<file path="config.mk">
export PLATFORM = sky130hd
export DESIGN_NAME = task_gate_switch
export DESIGN_NICKNAME = d
export VERILOG_FILES = /design/src/rtl/tgs_pkg.sv /design/src/rtl/tgs_ctx_store.sv /design/src/rtl/tgs_link_table.sv /design/src/rtl/tgs_ctrl.sv /design/src/rtl/task_gate_switch.sv
export SDC_FILE = /design/constraint.sdc
export NUM_CORES = 1
export LEC_CHECK = 0
export ABC_AREA = 0
export BUFFER_PORTS_ARGS = -buffer_cell sky130_fd_sc_hd__clkbuf_2
export CORE_MARGIN = 1.5
export CORE_UTILIZATION = 50
export CTS_CLUSTER_SIZE = 30
export DETAILED_ROUTE_END_ITERATION = 12
export PLACE_DENSITY = 0.68
export SLEW_MARGIN = 0
export SYNTH_ARGS = -nofsm -noshare
export SYNTH_HDL_FRONTEND = slang
export SYNTH_HIERARCHICAL = 1
export SYNTH_SLANG_ARGS = --single-unit
</file>
<file path="constraint.sdc">
create_clock -name clk -period 3 [get_ports clk]
set_clock_uncertainty 0.1 [all_clocks]
set_input_delay 0 -clock clk [delete_from_list [all_inputs] [get_ports clk]]
set_output_delay 0 -clock clk [all_outputs]
set_load 0.1 [all_outputs]
</file>
<file path="src/rtl/tgs_pkg.sv">
package tgs_pkg;

    typedef enum logic [2:0] {
        ST_IDLE,
        ST_SAVE,
        ST_LOAD,
        ST_RSAVE,
        ST_RLOAD
    } tgs_state_e;

endpackage

</file>
<file path="src/rtl/tgs_ctx_store.sv">
module tgs_ctx_store #(
    parameter int NUM_TASKS = 4,
    parameter int PC_W = 8,
    parameter logic [NUM_TASKS-1:0] IE_INIT = 4'b0101,
    localparam int IDX_W = $clog2(NUM_TASKS)
) (
    input  logic             clk,
    input  logic             rst_n,
    input  logic             wr_en,
    input  logic [IDX_W-1:0] wr_idx,
    input  logic [PC_W-1:0]  wr_pc,
    input  logic             wr_ie,
    input  logic             wr_nt,
    input  logic [IDX_W-1:0] rd_idx,
    output logic [PC_W-1:0]  rd_pc,
    output logic             rd_ie,
    output logic             rd_nt
);

    typedef struct packed {
        logic [PC_W-1:0] pc;
        logic            ie;
        logic            nt;
    } slot_t;

    slot_t slots [NUM_TASKS];

    for (genvar i = 0; i < NUM_TASKS; i++) begin : g_slot
        slot_t slot_d, slot_q;

        always_comb begin
            slot_d = slot_q;
            if (wr_en && (wr_idx == IDX_W'(i))) begin
                slot_d.pc = wr_pc;
                slot_d.ie = wr_ie;
                slot_d.nt = wr_nt;
            end
        end

        always_ff @(posedge clk) begin
            if (!rst_n) begin
                slot_q.pc <= '0;
                slot_q.ie <= IE_INIT[i];
                slot_q.nt <= 1'b0;
            end else begin
                slot_q <= slot_d;
            end
        end

        assign slots[i] = slot_q;
    end

    assign rd_pc = slots[rd_idx].pc;
    assign rd_ie = slots[rd_idx].ie;
    assign rd_nt = slots[rd_idx].nt;

endmodule

</file>
<file path="src/rtl/tgs_link_table.sv">
module tgs_link_table #(
    parameter int NUM_TASKS = 4,
    parameter int BOOT_TASK = 0,
    localparam int IDX_W = $clog2(NUM_TASKS)
) (
    input  logic                 clk,
    input  logic                 rst_n,
    input  logic                 set_en,
    input  logic [IDX_W-1:0]     set_idx,
    input  logic [IDX_W-1:0]     set_link,
    input  logic                 mark_en,
    input  logic [IDX_W-1:0]     mark_idx,
    input  logic                 clr_en,
    input  logic [IDX_W-1:0]     clr_idx,
    input  logic [IDX_W-1:0]     rd_idx,
    output logic [IDX_W-1:0]     rd_link,
    output logic [NUM_TASKS-1:0] busy_vec
);

    localparam logic [NUM_TASKS-1:0] BUSY_RST = NUM_TASKS'(1) << BOOT_TASK;

    typedef struct packed {
        logic [NUM_TASKS-1:0]            busy;
        logic [NUM_TASKS-1:0][IDX_W-1:0] link;
    } tbl_t;

    tbl_t tbl_d, tbl_q;

    always_comb begin
        tbl_d = tbl_q;
        if (clr_en) begin
            tbl_d.busy[clr_idx] = 1'b0;
        end
        if (mark_en) begin
            tbl_d.busy[mark_idx] = 1'b1;
        end
        if (set_en) begin
            tbl_d.busy[set_idx] = 1'b1;
            tbl_d.link[set_idx] = set_link;
        end
    end

    always_ff @(posedge clk) begin
        if (!rst_n) begin
            tbl_q.busy <= BUSY_RST;
            tbl_q.link <= '0;
        end else begin
            tbl_q <= tbl_d;
        end
    end

    assign busy_vec = tbl_q.busy;
    assign rd_link  = tbl_q.link[rd_idx];

endmodule

</file>
<file path="src/rtl/tgs_ctrl.sv">
module tgs_ctrl
    import tgs_pkg::*;
#(
    parameter int NUM_TASKS = 4,
    parameter int PC_W = 8,
    parameter int BOOT_TASK = 0,
    parameter logic [NUM_TASKS-1:0] IE_INIT = 4'b0101,
    localparam int IDX_W = $clog2(NUM_TASKS)
) (
    input  logic                 clk,
    input  logic                 rst_n,
    input  logic                 evt_valid,
    input  logic [IDX_W-1:0]     evt_task,
    input  logic                 ret_req,
    input  logic                 step_en,
    input  logic [NUM_TASKS-1:0] busy_vec,
    input  logic [IDX_W-1:0]     cur_link,
    input  logic [PC_W-1:0]      slot_pc,
    input  logic                 slot_ie,
    input  logic                 slot_nt,
    output logic                 wr_en,
    output logic [IDX_W-1:0]     wr_idx,
    output logic [PC_W-1:0]      wr_pc,
    output logic                 wr_ie,
    output logic                 wr_nt,
    output logic [IDX_W-1:0]     slot_idx,
    output logic                 set_en,
    output logic [IDX_W-1:0]     set_idx,
    output logic [IDX_W-1:0]     set_link,
    output logic                 mark_en,
    output logic [IDX_W-1:0]     mark_idx,
    output logic                 clr_en,
    output logic [IDX_W-1:0]     clr_idx,
    output logic [IDX_W-1:0]     cur_task,
    output logic [PC_W-1:0]      cur_pc,
    output logic                 cur_ie,
    output logic                 cur_nested,
    output logic                 sw_idle,
    output logic                 fault,
    output logic [IDX_W-1:0]     fault_task
);

    typedef struct packed {
        tgs_state_e      state;
        logic [IDX_W-1:0] cur;
        logic [PC_W-1:0]  pc;
        logic             ie;
        logic             nt;
        logic [IDX_W-1:0] tgt;
        logic             pend;
        logic [IDX_W-1:0] pend_task;
        logic             nt_latch;
        logic             fault;
        logic [IDX_W-1:0] fault_task;
    } ctrl_t;

    ctrl_t c_d, c_q;
    logic             have_disp;
    logic [IDX_W-1:0] disp_task;

    assign have_disp = c_q.pend | evt_valid;
    assign disp_task = c_q.pend ? c_q.pend_task : evt_task;

    always_comb begin
        c_d      = c_q;
        c_d.fault = 1'b0;

        wr_en    = 1'b0;
        wr_idx   = c_q.cur;
        wr_pc    = c_q.pc;
        wr_ie    = c_q.ie;
        wr_nt    = c_q.nt;
        slot_idx = c_q.tgt;
        set_en   = 1'b0;
        set_idx  = c_q.tgt;
        set_link = c_q.cur;
        mark_en  = 1'b0;
        mark_idx = cur_link;
        clr_en   = 1'b0;
        clr_idx  = c_q.cur;

        // one-deep hold of requests that meet a switch in progress
        if (c_q.state != ST_IDLE && !c_q.pend && evt_valid) begin
            c_d.pend      = 1'b1;
            c_d.pend_task = evt_task;
        end

        unique case (c_q.state)
            ST_IDLE: begin
                if (have_disp) begin
                    c_d.pend      = c_q.pend & evt_valid;
                    c_d.pend_task = evt_task;
                    if (busy_vec[disp_task]) begin
                        c_d.fault      = 1'b1;
                        c_d.fault_task = disp_task;
                    end else begin
                        c_d.state = ST_SAVE;
                        c_d.tgt   = disp_task;
                    end
                end else if (ret_req) begin
                    c_d.state = ST_RSAVE;
                end else if (step_en) begin
                    c_d.pc = c_q.pc + PC_W'(1);
                end
            end
            ST_SAVE: begin
                wr_en     = 1'b1;
                c_d.state = ST_LOAD;
            end
            ST_LOAD: begin
                slot_idx  = c_q.tgt;
                set_en    = 1'b1;
                c_d.cur   = c_q.tgt;
                c_d.pc    = slot_pc;
                c_d.ie    = slot_ie;
                c_d.nt    = 1'b1;
                c_d.state = ST_IDLE;
            end
            ST_RSAVE: begin
                wr_en        = 1'b1;
                wr_pc        = c_q.pc + PC_W'(1);
                wr_nt        = 1'b0;
                clr_en       = c_q.nt;
                c_d.nt_latch = c_q.nt;
                c_d.pc       = c_q.pc + PC_W'(1);
                c_d.nt       = 1'b0;
                c_d.state    = ST_RLOAD;
            end
            ST_RLOAD: begin
                slot_idx = cur_link;
                if (c_q.nt_latch) begin
                    mark_en = 1'b1;
                    c_d.cur = cur_link;
                    c_d.pc  = slot_pc;
                    c_d.ie  = slot_ie;
                    c_d.nt  = slot_nt;
                end
                c_d.state = ST_IDLE;
            end
            default: c_d.state = ST_IDLE;
        endcase
    end

    always_ff @(posedge clk) begin
        if (!rst_n) begin
            c_q            <= '0;
            c_q.state      <= ST_IDLE;
            c_q.cur        <= IDX_W'(BOOT_TASK);
            c_q.ie         <= IE_INIT[BOOT_TASK];
        end else begin
            c_q <= c_d;
        end
    end

    assign cur_task   = c_q.cur;
    assign cur_pc     = c_q.pc;
    assign cur_ie     = c_q.ie;
    assign cur_nested = c_q.nt;
    assign sw_idle    = (c_q.state == ST_IDLE);
    assign fault      = c_q.fault;
    assign fault_task = c_q.fault_task;

endmodule

</file>
<file path="src/rtl/task_gate_switch.sv">
module task_gate_switch #(
    parameter int NUM_TASKS = 4,
    parameter int PC_W = 8,
    parameter int BOOT_TASK = 0,
    parameter logic [NUM_TASKS-1:0] IE_INIT = 4'b0101,
    localparam int IDX_W = $clog2(NUM_TASKS)
) (
    input  logic                 clk,
    input  logic                 rst_n,
    input  logic                 evt_valid,
    input  logic [IDX_W-1:0]     evt_task,
    input  logic                 ret_req,
    input  logic                 step_en,
    output logic [IDX_W-1:0]     cur_task,
    output logic [PC_W-1:0]      cur_pc,
    output logic                 cur_ie,
    output logic                 cur_nested,
    output logic [IDX_W-1:0]     cur_link,
    output logic [NUM_TASKS-1:0] busy_vec,
    output logic                 sw_idle,
    output logic                 fault,
    output logic [IDX_W-1:0]     fault_task
);

    logic             wr_en, wr_ie, wr_nt;
    logic [IDX_W-1:0] wr_idx, slot_idx;
    logic [PC_W-1:0]  wr_pc, slot_pc;
    logic             slot_ie, slot_nt;
    logic             set_en, mark_en, clr_en;
    logic [IDX_W-1:0] set_idx, set_link, mark_idx, clr_idx;

    tgs_ctrl #(
        .NUM_TASKS(NUM_TASKS), .PC_W(PC_W), .BOOT_TASK(BOOT_TASK), .IE_INIT(IE_INIT)
    ) ctrl_i (
        .clk(clk), .rst_n(rst_n),
        .evt_valid(evt_valid), .evt_task(evt_task), .ret_req(ret_req), .step_en(step_en),
        .busy_vec(busy_vec), .cur_link(cur_link),
        .slot_pc(slot_pc), .slot_ie(slot_ie), .slot_nt(slot_nt),
        .wr_en(wr_en), .wr_idx(wr_idx), .wr_pc(wr_pc), .wr_ie(wr_ie), .wr_nt(wr_nt),
        .slot_idx(slot_idx),
        .set_en(set_en), .set_idx(set_idx), .set_link(set_link),
        .mark_en(mark_en), .mark_idx(mark_idx), .clr_en(clr_en), .clr_idx(clr_idx),
        .cur_task(cur_task), .cur_pc(cur_pc), .cur_ie(cur_ie), .cur_nested(cur_nested),
        .sw_idle(sw_idle), .fault(fault), .fault_task(fault_task)
    );

    tgs_ctx_store #(
        .NUM_TASKS(NUM_TASKS), .PC_W(PC_W), .IE_INIT(IE_INIT)
    ) store_i (
        .clk(clk), .rst_n(rst_n),
        .wr_en(wr_en), .wr_idx(wr_idx), .wr_pc(wr_pc), .wr_ie(wr_ie), .wr_nt(wr_nt),
        .rd_idx(slot_idx), .rd_pc(slot_pc), .rd_ie(slot_ie), .rd_nt(slot_nt)
    );

    tgs_link_table #(
        .NUM_TASKS(NUM_TASKS), .BOOT_TASK(BOOT_TASK)
    ) links_i (
        .clk(clk), .rst_n(rst_n),
        .set_en(set_en), .set_idx(set_idx), .set_link(set_link),
        .mark_en(mark_en), .mark_idx(mark_idx), .clr_en(clr_en), .clr_idx(clr_idx),
        .rd_idx(cur_task), .rd_link(cur_link), .busy_vec(busy_vec)
    );

endmodule

</file>
## After elaboration in Yosys (flattened, before gate mapping)

Index checks and enable logic that the tools add are counted.

- Muxes and demuxes: 44
- Add/sub/neg operators: 1
- Bitwise gates (word level): 8
- Reduce and logical (&&, ||, !) cells: 24
- Eq/ne operators: 13
- Order comparisons: 8

Operators by type and width:

| cell | number |
|---|---|
| 8-bit 2-to-1 mux | 4 |
| 8-bit one-hot mux with 4 select lines | 1 |
| 12-bit 2-to-1 mux | 2 |
| 3-bit 2-to-1 mux | 7 |
| 10-bit binary-select mux with 2-bit select | 1 |
| 10-bit 2-to-1 mux | 2 |
| 2-bit by 3-bit < comparator with 1-bit output, second input constant | 4 |
| 1-bit 2-to-1 mux | 10 |
| 1-bit logical AND | 9 |
| 3-bit one-hot mux with 3 select lines | 1 |
| 3-bit AND reduction | 3 |
| 8-bit by 1-bit adder with 8-bit output, second input constant | 1 |
| 8-bit bitwise mux | 1 |
| 2-bit 2-to-1 mux | 4 |
| 4-bit 2-to-1 mux | 2 |
| 4-bit bitwise OR | 2 |
| 1-bit demux with 2-bit select | 3 |
| 3-bit by 2-bit equality test with 1-bit output, second input constant | 2 |
| 2-bit by 1-bit greater-or-equal comparator with 1-bit output, second input constant | 3 |
| 2-bit inequality test, second input constant | 3 |
| 2-bit AND reduction | 3 |
| 3-bit nonzero test | 2 |
| 5-bit AND reduction | 1 |
| 4-bit AND | 1 |
| 25 further kinds | 26 |

- Register bits after elaboration: 76
- Output and inout port bits: 22
- Word-level logic and storage cells: 126
- Bits of input ports: 7

## Longest topological paths before layout

Gate-level depths: netlist of run 1.

- Depth after elaboration: 11
- Depth in mapped cells: 9
- Mapped depth without buffers: 6

## Hierarchy

The synthesis of run 1 kept the hierarchy.

Modules (own cells, without submodules):

| module | area each (µm²) | instances | cells each | sequential area each (µm²) |
|---|---|---|---|---|
| tgs_ctx_store | 1727.9 | 1 | 158 | 800.8 |
| tgs_ctrl | 1584.0 | 1 | 195 | 480.5 |
| tgs_link_table | 560.5 | 1 | 56 | 240.2 |

## Worst setup path after synthesis of run 1

Ideal clock, no wire load.

- Path type: register to register
- Start point: register ctrl_i.c_q, in the netlist ctrl_i/clr_idx[0]
- End point: register ctrl_i.c_q, in the netlist ctrl_i/cur_pc[0]
- Setup time: 0.119 ns
- Arrival: 3.036 ns
- Buffers on the path: 3
- Required time: 2.781 ns
- Stages on the path, launching flop included: 10
- Period minus slack after synthesis: 3.255 ns
- Path slack: -0.255 ns
- Path through: dfxtp_1 buf_4 mux4_2 mux2_2 buf_4 buf_2 mux4_2 nor2_1 nor2_1 o221a_1

- Word-level cells in the longest chain between the ends: 9

Ends and longest elaborated chain:

| item | RTL line | source |
|---|---|---|
| start, declared | tgs_ctrl.sv:57 | `ctrl_t c_d, c_q;` |
| 2-bit binary-select mux with 2-bit select (*) | tgs_link_table.sv:53 | `assign rd_link = tbl_q.link[rd_idx];` |
| 2-bit 2-to-1 mux (implied by the code) (*) | tgs_link_table.sv:53 |  |
| via cur_link[1] | task_gate_switch.sv:18 | `output logic [IDX_W-1:0] cur_link,` |
| 2-bit 2-to-1 mux (*) | tgs_ctrl.sv:88 | `unique case (c_q.state)` |
| via slot_idx[1] | task_gate_switch.sv:26 | `logic [IDX_W-1:0] wr_idx, slot_idx;` |
| 2-bit NOT with 3-bit output (implied by the code) (*) | tgs_ctx_store.sv:53 | `assign rd_pc = slots[rd_idx].pc;` |
| 10-bit binary-select mux with 2-bit select (*) | tgs_ctx_store.sv:53 |  |
| 10-bit 2-to-1 mux (*) (2 in series) | n/a |  |
| via slot_pc[0] | task_gate_switch.sv:27 | `logic [PC_W-1:0] wr_pc, slot_pc;` |
| 12-bit 2-to-1 mux | tgs_ctrl.sv:131 | `if (c_q.nt_latch) begin` |
| 8-bit one-hot mux with 4 select lines (*) | tgs_ctrl.sv:88 |  |

The timed path passes the listed nets; every way through them passes the cells marked *. The select of a mux whose other input is x is not followed.
A chain may end at the register's enable or synchronous reset.

## Worst setup path after layout of run 1

- Start point: register ctrl_i.c_q, in the netlist ctrl_i/clr_idx[0]
- End point: register ctrl_i.c_q, in the netlist ctrl_i/cur_pc[0]

- Word-level cells in the longest chain between the ends: 9

Ends and longest elaborated chain:

| item | RTL line |
|---|---|
| 2-bit binary-select mux with 2-bit select (*) | tgs_link_table.sv:53 |
| 2-bit 2-to-1 mux (implied by the code) (*) | tgs_link_table.sv:53 |
| 2-bit 2-to-1 mux (*) | tgs_ctrl.sv:88 |
| via slot_idx[1] | task_gate_switch.sv:26 |
| 2-bit NOT with 3-bit output (implied by the code) (*) | tgs_ctx_store.sv:53 |
| 10-bit binary-select mux with 2-bit select (*) | tgs_ctx_store.sv:53 |
| 10-bit 2-to-1 mux (*) (2 in series) | n/a |
| via slot_pc[0] | task_gate_switch.sv:27 |
| 12-bit 2-to-1 mux | tgs_ctrl.sv:131 |
| 8-bit one-hot mux with 4 select lines (*) | tgs_ctrl.sv:88 |

Marks and branches as above.

==> impl_metrics.py, run 1 <==
metrics = {
    "cts": {
        "cts_buffers": 9,
        "htree_levels": 3,
        "cts-root-buf": "clkbuf_8",
        "clock_path_buffers": 2,
        "path_clk_slew_ps": 80,
        "cts_hold_buf": 6,
        "cts.sinks": 76,
        "post_cts_resized": 0,
        "insertion_delay_ps": 340,
        "cts_tree": "done",
        "cts_setup_buffers": 0,
    },
    "yosys": {
        "synth_edf_count": 0,
        "syn-cell-area_mm2": 0.00387,
        "yosysWarnings": 6,
        "ys_ff_latch": 76,
        "ys.flop_type": "dfxtp_1",
        "avgSynthCellArea_um2": 9.47,
        "yosysUniqueCellTypes": 45,
        "ys_seq_area_share_pct": 39.3,
        "synthCells": 409,
        "synth.largest_area_cell": "dfxtp_1",
        "synth_area_leaders": "dfxtp_1, mux2i_1, nand2_1",
        "synth_async_sr_flop_share_pct": 0,
        "yosysTopAreaCellShare_pct": 39.3,
        "synth.net_count": 417,
    },
    "sta": {
        "rsz0062_at_grt": "no",
        "slew_violations": 0,
        "tns_ps": 0,
        "finalCriticalPeriod_ps": 2500,
        "setup_ws_ps": 502,
        "min_period_over_period_pct": 83.3,
        "worst-slew-pin-transition_ps": 763,
        "max_freq_mhz": 400,
        "maxSlewHeadroom_pct": 49.0,
        "setup_viol": 0,
        "hold_violations": 0,
    },
    "worst_setup_path": {
        "reg2reg_depth": 6,
        "cp-startpoint": "ctrl_i/clr_idx[0]$_SDFFE_PN0P_",
        "path_cells": "mux4_2, mux2_4, mux4_2, nor2_1, nor2_1, o221a_1",
        "rrSetupSlack_ps": 500,
        "crit_path_end_kind": "flop",
        "path_class": "flop to flop",
        "reg2reg_from": "ctrl_i/clr_idx[0]$_SDFFE_PN0P_",
        "start_kind": "flop",
        "worstPathMaxFanout": 16,
        "cpPeakStageDelay_ps": 590,
        "cp_num_buf_inv": 0,
        "crit_family": "multiplexers",
        "cp_num_cells": 6,
        "r2r_end": "ctrl_i/cur_pc[0]$_SDFFE_PN0P_",
        "cp.required_ps": 3140,
        "crit_slowest_cell": "mux4_2",
        "worstPathArrival_ps": 2640,
    },
    "cells_and_area": {
        "num-nets-final": 415,
        "antenna_cells": 0,
        "layout-drive-gt1-share_pct": 16.7,
        "layout_common_cells": "dfxtp_1, nand2_1, mux2i_1",
        "final_common_cell": "dfxtp_1",
        "layout.cells.non_filler": 511,
        "area_growth_pct": 4.81,
    },
    "grt": {
        "grt_max_degree": 62,
        "grt_pass1_vias": 2671,
        "grt_overflow": 0,
        "grt_pass1_wl_mm": 12.9,
        "antenna_found_initial": 0,
        "grtUsageTotal_pct": 19.5,
    },
    "worst_hold_path": {
        "whs_endpoint": "ctrl_i/cur_pc[6]$_SDFFE_PN0P_",
        "hold_class": "input port to flop",
        "holdPathStages": 5,
        "hp-start": "step_en",
    },
    "die": {
        "core_mm2": 0.00737,
        "core.rowCount": 31,
        "start_util_pct": 52.5,
        "dieArea_mm2": 0.00828,
        "ios": 29,
        "die_h_um": 91.0,
        "fp.dieW_um": 91.0,
    },
    "detailed_routing": {
        "wire_per_inst_um": 15.0,
        "first_iter_violations": 155,
        "post-route-drc-count": 0,
        "ant_nets": 0,
        "avgViaCountPerCell": 5.41,
        "vias": 2763,
        "drt_pass1_iterations": 4,
        "routed_wl_mm": 7.67,
    },
    "power_and_ir_drop": {
        "p_leak_nw": 1.75,
        "power_density_mw_per_mm2": 509,
        "ir_worst_vdd_uv": 200,
    },
    "placement": {
        "port_buffers": 28,
        "gp_congestion": 0.823,
        "placed_cells": 489,
        "place_ws_ps": 512,
        "dp.final_hpwl_mm": 5.29,
    },
    "flow_run": {
        "maxCapViolations": 0,
    },
    "status": {
        "run_status": "completed",
    },
}
cell families (layout without fill, tap and decap cells):
| kind of cell | Yosys count | in the layout | synth area share, % |
|---|---|---|---|
| compound gates | 45 | 45 | 7.88 |
| xor+xnor | 7 | 7 | 1.58 |
| fa+ha+maj | 2 | 2 | 0.582 |
| buf+inv | 56 | 59 | 9.24 |
| flops | 76 | 76 | 39.3 |
| mux | 71 | 71 | 22.3 |
| simple gates | 152 | 152 | 19.1 |
synth_stat cells, types with 4 or more instances:
cell type and n:
dfxtp_1 76, nor2_1 28, nand3_1 10, a21oi_1 17, mux2i_1 56, clkbuf_1 7, buf_4 30, xor2_1 5
and2_1 5, inv_1 4, buf_2 10, a31oi_1 4, nor3_1 7, nor2b_1 5, nand2_1 72, mux4_2 12
o21ai_0 5, o32ai_1 5, nand3b_1 8
report_power, final:
| part | switching, mW | internal [mW] |
|---|---|---|
| Combinational | 0.224 | 0.105 |
| Sequential | 0.0330 | 1.03 |
| Clock | 0.377 | 0.300 |
how the worst max path moves through the flow:
stage                                          to  slack [ps]
floorplan           ctrl_i/cur_pc[0]$_SDFFE_PN0P_          10
global placement    ctrl_i/cur_pc[0]$_SDFFE_PN0P_         540
detailed placement  ctrl_i/cur_pc[0]$_SDFFE_PN0P_         510
CTS                 ctrl_i/cur_pc[0]$_SDFFE_PN0P_         510
global route        ctrl_i/cur_pc[0]$_SDFFE_PN0P_         380
finish              ctrl_i/cur_pc[0]$_SDFFE_PN0P_         500
through the flow:
step	power [mW]	hold WS (ps)	area [µm²]	utilization [%]
2_1_floorplan	1.39	40.9	3900	-
3_5_place_dp	1.41	173	3830	52.0
3_3_place_gp	1.40	168	3830	52.0
4_1_cts	2.08	293	4060	55.1
5_1_grt	2.16	323	4060	55.1
6_report	2.07	305	4060	55.1
final cells by class:
cell class | instances | area, µm²
flip-flops and latches | 76 | 1530
inverters | 6 | 22.5
multi-input cells | 277 | 2000
well taps | 99 | 124
clock buffers | 10 | 128
repair buffers | 37 | 223
fillers | 675 | 3310
clock inverters | 6 | 40.0
tightest hold or removal path, stage by stage:
cell and delay [ps]:
clkbuf_2 80, nor4b_1 150, o31ai_4 160, buf_4 210, o32ai_1 100
metal layers:
metal | share of wire, % | wire (µm) | vias to the layer above | global-route usage, %
met5 | 0 | 0 | - | 0
met4 | 1.4 | 106 | 0 | 7.03
met3 | 3.0 | 231 | 9 | 4.36
met2 | 46 | 3500 | 47 | 30.7
met1 | 50 | 3830 | 1313 | 26.1
li1 | - | - | 1394 | -
Power figures use the tool's default switching activity.
==> inputs of run 2 (changes only) <==
PLACE_DENSITY = 0.71   (was 0.68)
clock period = 2.2 ns   (was 3 ns; I/O delays follow)
==> impl_metrics.py, run 2 (same netlist as run 1, synthesis figures left out) <==
metrics = {
    "status": {
        "run_status": "complete, but fails checks",
        "failed_checks": "negative setup slack",
    },
    "worst_setup_path": {
        "path_class": "flop to flop",
        "cp_num_buf_inv": 1,
        "crit_path_end_kind": "flop",
        "start_kind": "flop",
        "worstPathArrival_ps": 2340,
        "cpPeakStageDelay_ps": 510,
        "path_cells": "mux4_2, mux2_4, buf_12, mux4_2, nand2_1, a21o_1, a21oi_1",
        "cp.required_ps": 2310,
        "worstPathMaxFanout": 9,
        "crit_slowest_cell": "mux4_2",
        "crit_family": "multiplexers",
        "crit_path_frequent_cell": "mux4_2",
        "rrSetupSlack_ps": -30,
    },
    "detailed_routing": {
        "ant_nets": 0,
        "avgViaCountPerCell": 5.54,
        "post-route-drc-count": 0,
        "wire_per_inst_um": 15.3,
        "vias": 2917,
        "routed_wl_mm": 8.06,
        "drt_pass1_iterations": 4,
        "first_iter_violations": 161,
    },
    "cts": {
        "path_clk_slew_ps": 80,
        "cts-root-buf": "clkbuf_8",
        "cts.sinks": 76,
        "cts_tree": "done",
        "htree_levels": 3,
        "clock_path_buffers": 2,
        "insertion_delay_ps": 340,
        "cts_buffers": 9,
    },
    "grt": {
        "grt_pass1_wl_mm": 13.6,
        "grt_pass1_vias": 2820,
        "grt_overflow": 0,
        "antenna_found_initial": 0,
        "grtUsageTotal_pct": 20.6,
        "grt_max_degree": 66,
    },
    "die": {
        "core.rowCount": 31,
        "fp.dieW_um": 91.0,
        "die_h_um": 91.0,
        "core_mm2": 0.00737,
        "ios": 29,
        "start_util_pct": 52.5,
        "dieArea_mm2": 0.00828,
    },
    "placement": {
        "placed_cells": 504,
        "port_buffers": 28,
        "place_ws_ps": -31.7,
        "gp_congestion": 0.816,
        "dp.final_hpwl_mm": 5.59,
    },
    "sta": {
        "worst-slew-pin-transition_ps": 600,
        "hold_violations": 0,
        "setup_viol": 7,
        "slew_violations": 0,
        "rsz0062_at_grt": "yes",
        "finalCriticalPeriod_ps": 2230,
        "finalHoldWorstSlack_ps": 305,
        "setup_ws_ps": -32.8,
        "min_period_over_period_pct": 101,
        "maxSlewHeadroom_pct": 59.8,
        "max_freq_mhz": 448,
    },
    "flow_run": {
        "maxCapViolations": 0,
    },
    "power_and_ir_drop": {
        "ir_worst_vdd_uv": 247,
        "p_leak_nw": 1.87,
        "power_mw": 3.01,
        "power_density_mw_per_mm2": 705,
    },
    "worst_hold_path": {
        "hold_class": "input port to flop",
    },
    "cells_and_area": {
        "final_common_cell": "dfxtp_1",
        "num-nets-final": 431,
        "layout_common_cells": "dfxtp_1, nand2_1, mux2i_1",
        "antenna_cells": 0,
        "layout.cells.non_filler": 527,
        "fillCellCount": 637,
        "layout-drive-gt1-share_pct": 21.7,
        "area_growth_pct": 10.3,
    },
}
-- run 2: cell count changes in the layout (fill, tap and decap cells not counted), moves of 2 or more --
cell     previous run  this run
a21oi_1            17        12
a21oi_2             0         5
buf_12              0         2
buf_4               3        17
-- run 2: final timing paths --
kind / end / cells after the start / start
setup / recovery: ctrl_i/cur_pc[1]$_SDFFE_PN0P_ / 7 / ctrl_i/clr_idx[0]$_SDFFE_PN0P_
setup reg to reg: ctrl_i/cur_pc[1]$_SDFFE_PN0P_ / 7 / ctrl_i/clr_idx[0]$_SDFFE_PN0P_
hold / removal: ctrl_i/cur_pc[2]$_SDFFE_PN0P_ / 5 / step_en
hold reg to reg: store_i/g_slot[3].slot_q[3]$_SDFFE_PN0P_ / 2 / store_i/g_slot[3].slot_q[3]$_SDFFE_PN0P_
-- run 2: per-stage QoR --
step                instance area (µm²)  utilization, %  setup TNS [ps]
finish                             4270            58.0            -129
global route                       4270            58.0            -675
CTS                                4270            57.9            -176
detailed placement                 3980            54.0            -117
global placement                   3980            54.0               0
floorplan                          3930               -           -5970
-- run 2: final cells by class --
| class | count | area (µm²) | share of cell area [%] |
|---|---|---|---|
| inverter | 6 | 22.5 | 0.527 |
| clock inverter | 6 | 62.6 | 1.46 |
| sequential | 76 | 1530 | 35.7 |
| clock buffer | 10 | 138 | 3.22 |
| multi-input combinational | 277 | 2030 | 47.6 |
| tap | 99 | 124 | 2.90 |
| timing repair buffer | 53 | 368 | 8.61 |
-- run 2: repair_timing --
item | in CTS | in global routing
endpoints found under the setup margin | 8 | 10
endpoints found under the hold margin | 6 | 0
gates resized for setup | 5 | 2
hold buffers | 6 | 0
setup buffers | 1 | 0
-- run 2: tightest hold or removal path, cell delays in order --
cell      delay, ps
clkbuf_2         80
nor4b_1         160
o31ai_4         320
a21o_1          100
a21oi_1          50
-- run 2: where the power goes --
part | switching (mW) | total [mW] | internal, mW
clock | 0.514 | 1.07 | 0.553
sequential | 0.0386 | 1.44 | 1.40
combinational | 0.329 | 0.505 | 0.175
-- run 2: layer usage --
layer / vias to the layer above / share of wire (%) / GRT usage (%)
met3: 8 / 5.1 / 3.52
met5: - / 0 / 0
met2: 79 / 46 / 32.5
met1: 1400 / 47 / 27.8
met4: 0 / 0.99 / 8.33
li1: 1430 / - / -
==> inputs of run 3 (changes only) <==
CORE_ASPECT_RATIO = 2   (was not set)
==> impl_metrics.py, run 3 (same netlist as run 1, synthesis figures left out) <==
metrics = {
    "power_and_ir_drop": {
        "p_leak_nw": 1.91,
        "ir_worst_vdd_uv": 510,
        "power_density_mw_per_mm2": 781,
    },
    "grt": {
        "antenna_found_initial": 0,
        "grtUsageTotal_pct": 22.1,
        "grt_pass1_vias": 3045,
        "grt_max_degree": 44,
        "grt_overflow": 0,
        "grt_pass1_wl_mm": 14.1,
    },
    "sta": {
        "min_period_over_period_pct": 102,
        "worst-slew-pin-transition_ps": 682,
        "max_freq_mhz": 444,
        "maxSlewHeadroom_pct": 54.5,
        "setup_ws_ps": -53.4,
        "rsz0062_at_grt": "yes",
        "setup_viol": 7,
        "hold_violations": 0,
        "finalCriticalPeriod_ps": 2250,
        "slew_violations": 0,
    },
    "worst_setup_path": {
        "cp-startpoint": "ctrl_i/clr_idx[0]$_SDFFE_PN0P_",
        "cp.required_ps": 2320,
        "start_kind": "flop",
        "reg2reg_from": "ctrl_i/clr_idx[0]$_SDFFE_PN0P_",
        "crit_family": "multiplexers",
        "path_class": "flop to flop",
        "crit_path_end_kind": "flop",
        "cp_num_buf_inv": 0,
        "worstPathMaxFanout": 4,
        "crit_path_frequent_cell": "mux4_2",
        "crit_slowest_cell": "mux4_2",
        "cpPeakStageDelay_ps": 520,
        "path_cells": "mux4_2, mux2_4, mux4_2, nor2_2, nor2_1, o221a_1",
        "worstPathArrival_ps": 2380,
    },
    "cells_and_area": {
        "antenna_cells": 0,
        "layout-drive-gt1-share_pct": 21.4,
        "final_common_cell": "dfxtp_1",
        "multi_input_comb_area_mm2": 0.00203,
        "fillCellCount": 651,
        "finalInstanceArea_mm2": 0.00434,
        "num-nets-final": 433,
        "seq_area_mm2": 0.00153,
        "layout.cells.non_filler": 523,
        "area_growth_pct": 12.1,
        "layout_common_cells": "dfxtp_1, nand2_1, mux2i_1",
    },
    "flow_run": {
        "maxCapViolations": 0,
    },
    "die": {
        "die_h_um": 127,
        "core_mm2": 0.00754,
        "start_util_pct": 51.3,
        "core.rowCount": 45,
        "fp.dieW_um": 65.2,
        "ios": 29,
        "dieArea_mm2": 0.00831,
    },
    "cts": {
        "cts_tree": "done",
        "cts.sinks": 76,
        "clock_path_buffers": 2,
        "cts-root-buf": "clkbuf_16",
        "path_clk_slew_ps": 60,
        "htree_levels": 3,
        "cts_buffers": 9,
        "insertion_delay_ps": 330,
    },
    "worst_hold_path": {
        "hold_class": "input port to flop",
        "hp-start": "rst_n",
    },
    "placement": {
        "place_area_mm2": 0.00397,
        "port_buffers": 28,
        "gp_congestion": 0.805,
        "placed_cells": 502,
        "dp.final_hpwl_mm": 6.40,
    },
    "detailed_routing": {
        "wire_per_inst_um": 16.6,
        "avgViaCountPerCell": 5.65,
        "post-route-drc-count": 0,
        "routed_wl_mm": 8.70,
        "drt_pass1_iterations": 5,
        "first_iter_violations": 159,
        "vias": 2957,
        "ant_nets": 0,
    },
    "status": {
        "run_status": "complete, but fails checks",
        "failed_checks": "negative setup slack",
    },
}
==> run 3: worst paths after layout <==
kind	cells past startpoint	slack (ps)	to
worst max-delay path	6	-50	ctrl_i/cur_pc[0]$_SDFFE_PN0P_
worst min-delay path	3	10	ctrl_i/cur_ie$_SDFFE_PN1P_
worst max register to register	6	-50	ctrl_i/cur_pc[0]$_SDFFE_PN0P_
worst min register to register	2	360	store_i/g_slot[2].slot_q[9]$_SDFFE_PN0P_
==> run 3: worst reg2reg max path, cell delays in order (launching register included) <==
cell and delay (ps):
dfxtp_4 360, mux4_2 520, mux2_4 310, mux4_2 460, nor2_2 100, nor2_1 40
o221a_1 260
==> run 3: metal layers <==
layer  wire length [µm]  vias to the layer above  track usage (%)  part of all wire (%)
li1                   -                     1433                -                     -
met1               3180                     1435             20.9                    37
met2               4960                       65             41.9                    57
met3                228                       24             3.96                   2.6
met4                327                        0             13.6                   3.8
met5                  0                        -                0                     0
==> run 3: layout make-up <==
class | instances | area share [%]
tap | 94 | 2.71
sequential | 76 | 35.1
timing repair buffer | 55 | 8.27
multi-input combinational | 277 | 46.8
clock inverter | 2 | 0.807
inverter | 6 | 0.519
clock buffer | 13 | 5.76
==> run 3: repair_timing <==
item | in CTS | in global routing
hold buffers | 5 | 0
hold endpoints to repair | 5 | 0
buffers inserted | 1 | 0
endpoints found under the setup margin | 7 | 9
gates resized for setup | 5 | 3
==> run 3: where the power goes <==
part           internal [mW]  switching (mW)  leakage [nW]
clock                  0.902           0.531         0.140
combinational          0.175           0.344          1.15
sequential              1.41          0.0332         0.615
==> run 3: through the flow <==
stage | hold slack, ps | setup TNS [ps] | power [mW] | worst slack, ps | util, %
2_1_floorplan | 39.0 | -5970 | 1.90 | -758 | -
3_3_place_gp | 175 | -172 | 1.96 | -34.7 | 52.6
3_5_place_dp | 186 | -320 | 1.97 | -62.8 | 52.6
4_1_cts | 1.85 | -169 | 3.41 | -44.2 | 57.4
5_1_grt | 22.0 | -556 | 3.51 | -107 | 57.6
6_report | 11.8 | -178 | 3.39 | -53.4 | 57.6
